--- config.mk ---
export PLATFORM = sky130hd
export DESIGN_NAME = rdcache
export DESIGN_NICKNAME = d
export VERILOG_FILES = /design/src/rtl/rdcache.sv
export SDC_FILE = /design/constraint.sdc
export NUM_CORES = 1
export LEC_CHECK = 0
export ABC_AREA = 1
export BUFFER_PORTS_ARGS = -buffer_cell sky130_fd_sc_hd__buf_4
export CAP_MARGIN = 25
export CORE_MARGIN = 2
export CORE_UTILIZATION = 55
export DETAILED_ROUTE_END_ITERATION = 10
export GPL_ROUTABILITY_DRIVEN = 0
export PLACE_DENSITY = 0.75
export SLEW_MARGIN = 10
export SYNTH_ARGS = -nofsm -noshare
export SYNTH_HDL_FRONTEND = slang
export SYNTH_SLANG_ARGS = --single-unit
--- constraint.sdc ---
create_clock -name clk -period 3.7 [get_ports clk]
set_input_delay 1.11 -clock clk [delete_from_list [all_inputs] [get_ports clk]]
set_output_delay 1.11 -clock clk [all_outputs]
set_load 0.05 [all_outputs]
--- src/rtl/rdcache.sv ---
module rdcache #(
  parameter int WAYS  = 2,
  parameter int CNT_W = 8
) (
  input  logic             clk,
  input  logic             rst_n,
  input  logic             req_valid,
  input  logic [4:0]       req_addr,
  output logic             req_ready,
  output logic             rsp_valid,
  output logic [7:0]       rsp_data,
  output logic             rsp_hit,
  output logic             fill_req,
  output logic [4:0]       fill_addr,
  input  logic             fill_valid,
  input  logic [15:0]      fill_data,
  output logic [CNT_W-1:0] hit_count,
  output logic [CNT_W-1:0] miss_count
);
  localparam int LINES = 4;
  localparam int SETS  = LINES / WAYS;
  localparam int IXB   = $clog2(SETS);
  localparam int TAG_W = 4 - IXB;

  logic             busy_q;
  logic [4:0]       pend_q;
  logic [LINES-1:0] vld_q;
  logic [TAG_W-1:0] tag_q [LINES];
  logic [15:0]      blk_q [LINES];
  logic [1:0]       age_q [LINES];

  function automatic logic [1:0] line_of(logic [1:0] s, int w);
    return 2'(int'(s) * WAYS + w);
  endfunction

  logic [4:0]       cur_addr;
  logic [3:0]       cur_blk;
  logic [1:0]       cur_set;
  logic [TAG_W-1:0] cur_tag;
  assign cur_addr = busy_q ? pend_q : req_addr;
  assign cur_blk  = cur_addr[4:1];
  assign cur_set  = 2'(cur_blk & 4'(SETS - 1));
  assign cur_tag  = TAG_W'(cur_blk >> IXB);

  logic       hit;
  logic [1:0] hit_way;
  logic [1:0] vic_way;
  always_comb begin
    hit     = 1'b0;
    hit_way = '0;
    vic_way = '0;
    for (int w = 0; w < WAYS; w++) begin
      if (vld_q[line_of(cur_set, w)] && tag_q[line_of(cur_set, w)] == cur_tag) begin
        hit     = 1'b1;
        hit_way = 2'(w);
      end
      if (age_q[line_of(cur_set, w)] == 2'(WAYS - 1)) vic_way = 2'(w);
    end
    for (int w = WAYS - 1; w >= 0; w--)
      if (!vld_q[line_of(cur_set, w)]) vic_way = 2'(w);
  end

  logic accept, do_fill, touch;
  logic [1:0] use_way, fill_line;
  logic [1:0] use_age;
  assign accept    = req_valid && !busy_q;
  assign do_fill   = busy_q && fill_valid;
  assign touch     = (accept && hit) || do_fill;
  assign use_way   = busy_q ? vic_way : hit_way;
  assign use_age   = age_q[line_of(cur_set, int'(use_way))];
  assign fill_line = line_of(cur_set, int'(vic_way));

  assign req_ready = !busy_q;
  assign fill_req  = busy_q;
  assign fill_addr = {pend_q[4:1], 1'b0};

  always_ff @(posedge clk or negedge rst_n) begin
    if (!rst_n) begin
      busy_q     <= 1'b0;
      pend_q     <= '0;
      rsp_valid  <= 1'b0;
      rsp_hit    <= 1'b0;
      rsp_data   <= '0;
      hit_count  <= '0;
      miss_count <= '0;
    end else begin
      rsp_valid <= 1'b0;
      if (accept && hit) begin
        rsp_valid <= 1'b1;
        rsp_hit   <= 1'b1;
        rsp_data  <= req_addr[0] ? blk_q[line_of(cur_set, int'(hit_way))][15:8]
                                 : blk_q[line_of(cur_set, int'(hit_way))][7:0];
        if (!(&hit_count)) hit_count <= hit_count + 1'b1;
      end else if (accept) begin
        busy_q <= 1'b1;
        pend_q <= req_addr;
        if (!(&miss_count)) miss_count <= miss_count + 1'b1;
      end else if (do_fill) begin
        busy_q    <= 1'b0;
        rsp_valid <= 1'b1;
        rsp_hit   <= 1'b0;
        rsp_data  <= pend_q[0] ? fill_data[15:8] : fill_data[7:0];
      end
    end
  end

  always_ff @(posedge clk or negedge rst_n) begin
    if (!rst_n) begin
      vld_q <= '0;
      for (int l = 0; l < LINES; l++) begin
        tag_q[l] <= '0;
        blk_q[l] <= '0;
      end
    end else if (do_fill) begin
      vld_q[fill_line] <= 1'b1;
      tag_q[fill_line] <= cur_tag;
      blk_q[fill_line] <= fill_data;
    end
  end

  always_ff @(posedge clk or negedge rst_n) begin
    if (!rst_n) begin
      for (int l = 0; l < LINES; l++) age_q[l] <= 2'(l % WAYS);
    end else if (touch) begin
      for (int w = 0; w < WAYS; w++) begin
        if (2'(w) == use_way)
          age_q[line_of(cur_set, w)] <= '0;
        else if (age_q[line_of(cur_set, w)] < use_age)
          age_q[line_of(cur_set, w)] <= age_q[line_of(cur_set, w)] + 2'd1;
      end
    end
  end
endmodule


# Word-level counts from Yosys, hierarchy flattened
# Cells that the tools add are included.
classes:
  reduce_logical: 21
  muxes: 61
  addsub: 8
  bitwise: 13
  order_cmp: 14
  eq_ne: 5
ops:
  columns: ["cell", "count"]
  rows:
  - ["$mux 8", 10]
  - ["$bwmux 64", 1]
  - ["$mux 16", 3]
  - ["$bmux 16 s2", 1]
  - ["$demux 16 s2", 1]
  - ["$mux 2", 9]
  - ["$mux 1", 17]
  - ["$add 8x1->8 const B", 2]
  - ["$and 8x8->8", 2]
  - ["$bwmux 8", 2]
  - ["$not 8->8", 2]
  - ["$reduce_and 8->1", 2]
  - ["$ge 3x3->1 const B", 5]
  - ["$mux 3", 5]
  - ["$not 2->3", 5]
  - ["$bmux 2 s2", 3]
  - ["$bmux 3 s2", 2]
  - ["$bwmux 12", 1]
  - ["$logic_and 1x1->1", 9]
  - ["$lt 2x3->1 const B", 3]
  - ["$lt 3x1->1 const B", 3]
  - ["$demux 2 s2", 2]
  - ["$reduce_and 2->1", 4]
  - ["$add 2x1->2 const B", 3]
  - ["19 further kinds", 25]
word_totals:
  out_inout_bits: 33
  ff_bits: 120

# Logic depth before layout (Yosys ltp)
depth:
  ltp_word: 23
  depth_mapped: 26
  depth_no_buf: 23

# Worst setup path after synthesis
# No wires, ideal clock.
synth_path:
  path_kind: "input-to-reg"
  from: "in req_addr[1]"
  to: "reg age_q[1] in the netlist's numbering"
  cell_stages: 24
  slack_ps: 175
  setup_time_ps: 116
  t_arrival_ps: 3408
  cell_sequence: "nand2_4 > nand2_2 > buf_6 > clkbuf_1 > nor2_1 > inv_1 > nand2_1 > ha_1 > inv_1 > nand2_1 > nand2_1 > inv_2 > nand2_1 > nand2_1 > buf_4 > o21ai_0 > inv_1 > ha_1 > nand2_1 > nand2_1 > nand2_1 > nand2_1 > nand2_1 > nand2_1"
synth_between:
  elab_chain_len: 23
  word_cells_on_any_way: 66
  cone_classes: "4 x add/sub; 6 x order compare; 4 x eq/ne; 38 x mux; 7 x bitwise; 7 x reduce/logical"
synth_lines:
  columns: ["element", "line_no", "text"]
  rows:
  - ["from (decl)", "8", "input logic [4:0] req_addr,"]
  - ["$mux 5 *", "40", "assign cur_addr = busy_q ? pend_q : req_addr;"]
  - ["$add 2x1->2", "33", "return 2'(int'(s) * WAYS + w);"]
  - ["$not 2->3 (implied by the code)", null, null]
  - ["$bmux 2 s2", "57, 128, 129", null]
  - ["$mux 2 (implied by the code) (2 in series)", "57, 128, 129", null]
  - ["$eq 2x1->1", "57", "if (age_q[line_of(cur_set, w)] == 2'(WAYS - 1)) vic_way = 2'(w);"]
  - ["$mux 1", "57", null]
  - ["$mux 1 (2 in series)", "60", "if (!vld_q[line_of(cur_set, w)]) vic_way = 2'(w);"]
  - ["(+4 left out)", null, null]
  - ["$mux 2 (implied by the code) (2 in series)", "70", "assign use_age = age_q[line_of(cur_set, int'(use_way))];"]
  - ["$lt 2x2->1", "128", "else if (age_q[line_of(cur_set, w)] < use_age)"]
  - ["$mux 8", "128", null]
  - ["$mux 8", "126", "if (2'(w) == use_way)"]
  - ["$mux 8", "124", "end else if (touch) begin"]
  - ["$bwmux 8", "129", "age_q[line_of(cur_set, w)] <= age_q[line_of(cur_set, w)] + 2'd1;"]
  - ["$mux 8", "128", null]
  - ["$mux 8", "126", null]
  - ["to (signal, indexed assignment)", "129", null]
  - ["to (decl)", "30", "logic [1:0] age_q [LINES];"]
# Every way passes the cells marked *; elsewhere a longest branch is shown, timed or not. The select of a mux whose other input is x is not followed.
# A chain may end at the register's enable or synchronous reset.

# Worst setup path after layout
layout_path:
  from: "in req_addr[1]"
  to: "reg age_q[7] in the netlist's numbering"
# The elaborated chain is that of the path after synthesis.

==> results.cfg <==
[status]
status = completed

[floorplan]
core-area_um2 = 10900
std_cell_rows = 38
die_area_um2 = 12000
die_y_um = 110
chipWidth_um = 110
initial_core_util = 0.565
num_io_pins = 58

[logic_synthesis]
avgSynthCellArea_um2 = 7.68
synth_top_family_by_area = simple AND/OR/NAND/NOR gates
synthCells = 801
synth_fa_ha_area_frac = 0.0102
ys_ff_latch = 120
synth_area_um2 = 6150
synth_compound_area_frac = 0.108
synth-simple-area-share = 0.286
ys_warn_count = 0
synthXorXnorAreaFrac = 0.0199
synth_cell_types = 33
seq_area_frac_synth = 0.489
syn_nets = 831
synthMuxAreaShare = 0.00183

[global_route]
grt_pass1_vias = 5232
grt_pass1_wl_um = 25100
grt_antenna_before_repair = 0
grt_max_degree = 52
grt_use_total = 0.274
grt.overflow.total = 0

[finish]
final_common_cell = nand2_1
n_antenna_cell = 0
layout-drive-gt1-share = 0.157
finish.utilization = 0.671
finalNetCount = 885
final_cell_mix = nand2_1, dfrtp_1, o21ai_0, nand3_1, inv_1
syn2layout_area_growth_pct = 18.7
fin_area_um2 = 7300
layout.cells.non_filler = 1007

[hold_path]
hold_end = vld_q[2]$_DFFE_PN0P_
hp-start = vld_q[2]$_DFFE_PN0P_
hp-class = register to register
min_path_cells = 1

[route]
vias = 5491
wire_per_inst_um = 15.1
drt_iter0_drc = 397
ant_nets = 0
drc = 0
firstDrtPassIters = 6
detail_route.vias_per_cell = 5.45
wl_um = 15200

[placed_design]
dp_cells = 976
io_buffers = 56
dpl.hpwl_um = 10000
dpl-instance-area_um2 = 6710

[sta]
post-route-period-util = 0.826
relSlewSlack = 0.554
final-setup-viol-count = 0
timing.hold.ws_ns = 0.474
grt_setup_unrepaired = no
fmax_ghz = 0.327
setup_tns_ns = 0
tightest_slew_ns = 0.670
fin_skew_ns = 0.00750
period_needed_ns = 3.06
slew_viol_final = 0
hold_viol = 0

[clocking]
root_buffer = clkbuf_8
numClockSinks = 120
cts_tree = yes
ctsHoldBuffers = 0
cts.repair.resized = 0
post_cts_buffers = 0
h-tree-depth = 4
cts-buffers-inserted = 17
cts_buffer_depth = 2
clk_pin_slew_ns = 0.06
clk_latency_ns = 0.53

[setup_path]
critPathBufInv = 4
cp_slowest_cell = ha_1
cp_common_cell = nand2_1
rrSetupSlack_ns = 0.71
crit_fanout = 14
path_depth = 21
path_cells = buf_4, inv_1, nand2_1, nand2_1, buf_4, nand2_1, nand2_1, nand2_1, nor2_4, nand3_1, nand2_1, nand2_1, o21ai_0, inv_1, ha_1, nand2_1, nand2_1, nand2_1, nand2_1, nand2_1, nand2_1
worstRegToRegCells = 22
r2r-start = fill_req$_DFFE_PN0P_
criticalPathCategory = input port to register
cp-end-kind = register
cp-start-kind = input port
slowest_delay_ns = 0.27
crit_arrival_ns = 3.47
critPathRequiredTime_ns = 4.12
path_delay_family = simple AND/OR/NAND/NOR gates
r2r_end = age_q[7]$_DFFE_PN0P_

[power]
ir_worst_vdd_v = 0.000735
p_comb_frac = 0.484
pwr-share-clk = 0.218
swShare = 0.457
switchingPower_mw = 3.46
internal_power_mw = 4.11
cellLeakagePower_nw = 3.81
p_per_area_nw_per_um2 = 1040
seqPwrFrac = 0.298

[flow_run]
cap_violations = 0
kinds of logic after synthesis:
group                    Yosys count
adder cells (fa/ha/maj)            5
flip-flops                       120
AND/OR/NAND/NOR                  407
multiplexers                       1
AO/OA/AOI/OAI                    128
other                              1
buffers and inverters            125
XOR/XNOR                          14
area by class of cell:
type	instances	area [µm²]
clock inverters	11	148
fillers	920	3580
clock buffers	20	445
flip-flops and latches	120	3010
multi-input cells	556	2630
well taps	140	175
inverters	83	312
repair buffers	77	591
routing by layer:
layer,routed length [µm],GRT usage,vias to the layer above,share of wire
met3,839,0.0551,29,0.055
li1,-,-,2663,-
met2,7550,0.443,185,0.49
met4,282,0.106,0,0.018
met5,0,0,-,0
met1,6580,0.365,2614,0.43
stage by stage:
step                      total power, mW  setup slack, ns
final                                7.57            0.644
after detailed placement             5.87            0.133
after CTS                            7.58            0.669
after global routing                 8.12            0.323
after floorplan                      4.88            0.175
after global placement               5.75            0.303
power by group through the flow:
stage / Combinational (mW) / Clock, mW / Sequential [mW]
6_report: 3.66 / 1.65 / 2.26
3_3_place_gp: 3.51 / 0 / 2.24
3_5_place_dp: 3.61 / 0 / 2.26
2_1_floorplan: 2.34 / 0 / 2.55
5_1_grt: 4.07 / 1.73 / 2.32
4_1_cts: 3.66 / 1.67 / 2.25
cells in the mapped netlist (all sizes together):
library cell  number  area (µm²)
a21oi             14        70.1
buf               18         118
clkbuf            24        90.1
clkinv             1        3.75
conb               1        3.75
dfrtp            118        2950
dfstp              2        52.6
ha                 5        62.6
inv               82         308
mux2               1        11.3
nand2            272        1050
nand3             81         405
nand3b            11        82.6
nand4              4        25.0
nor2              29         126
nor3               5        36.3
o211ai             8        60.1
o21a               1        7.51
o21ai            105         529
or2                5        31.3
xnor2              6        52.6
xor2               8        70.1
registers in the layout, indices dropped and copies added, names as in the netlist, 4 cells and up:
name and cells:
blk_q 64, tag_q 12, vld_q 4, miss_count 8, pend_q 5, rsp_data 8, age_q 8, hit_count 8
worst max path at each step:
stage,startpoint,end
6_report,req_addr[1],age_q[7]$_DFFE_PN0P_
5_1_grt,req_addr[1],age_q[7]$_DFFE_PN0P_
4_1_cts,req_addr[1],age_q[7]$_DFFE_PN0P_
3_5_place_dp,req_addr[1],age_q[7]$_DFFE_PN0P_
3_3_place_gp,req_addr[1],age_q[1]$_DFFE_PN0P_
2_1_floorplan,req_addr[1],age_q[1]$_DFFE_PN0P_
Power figures use the tool's default switching activity.
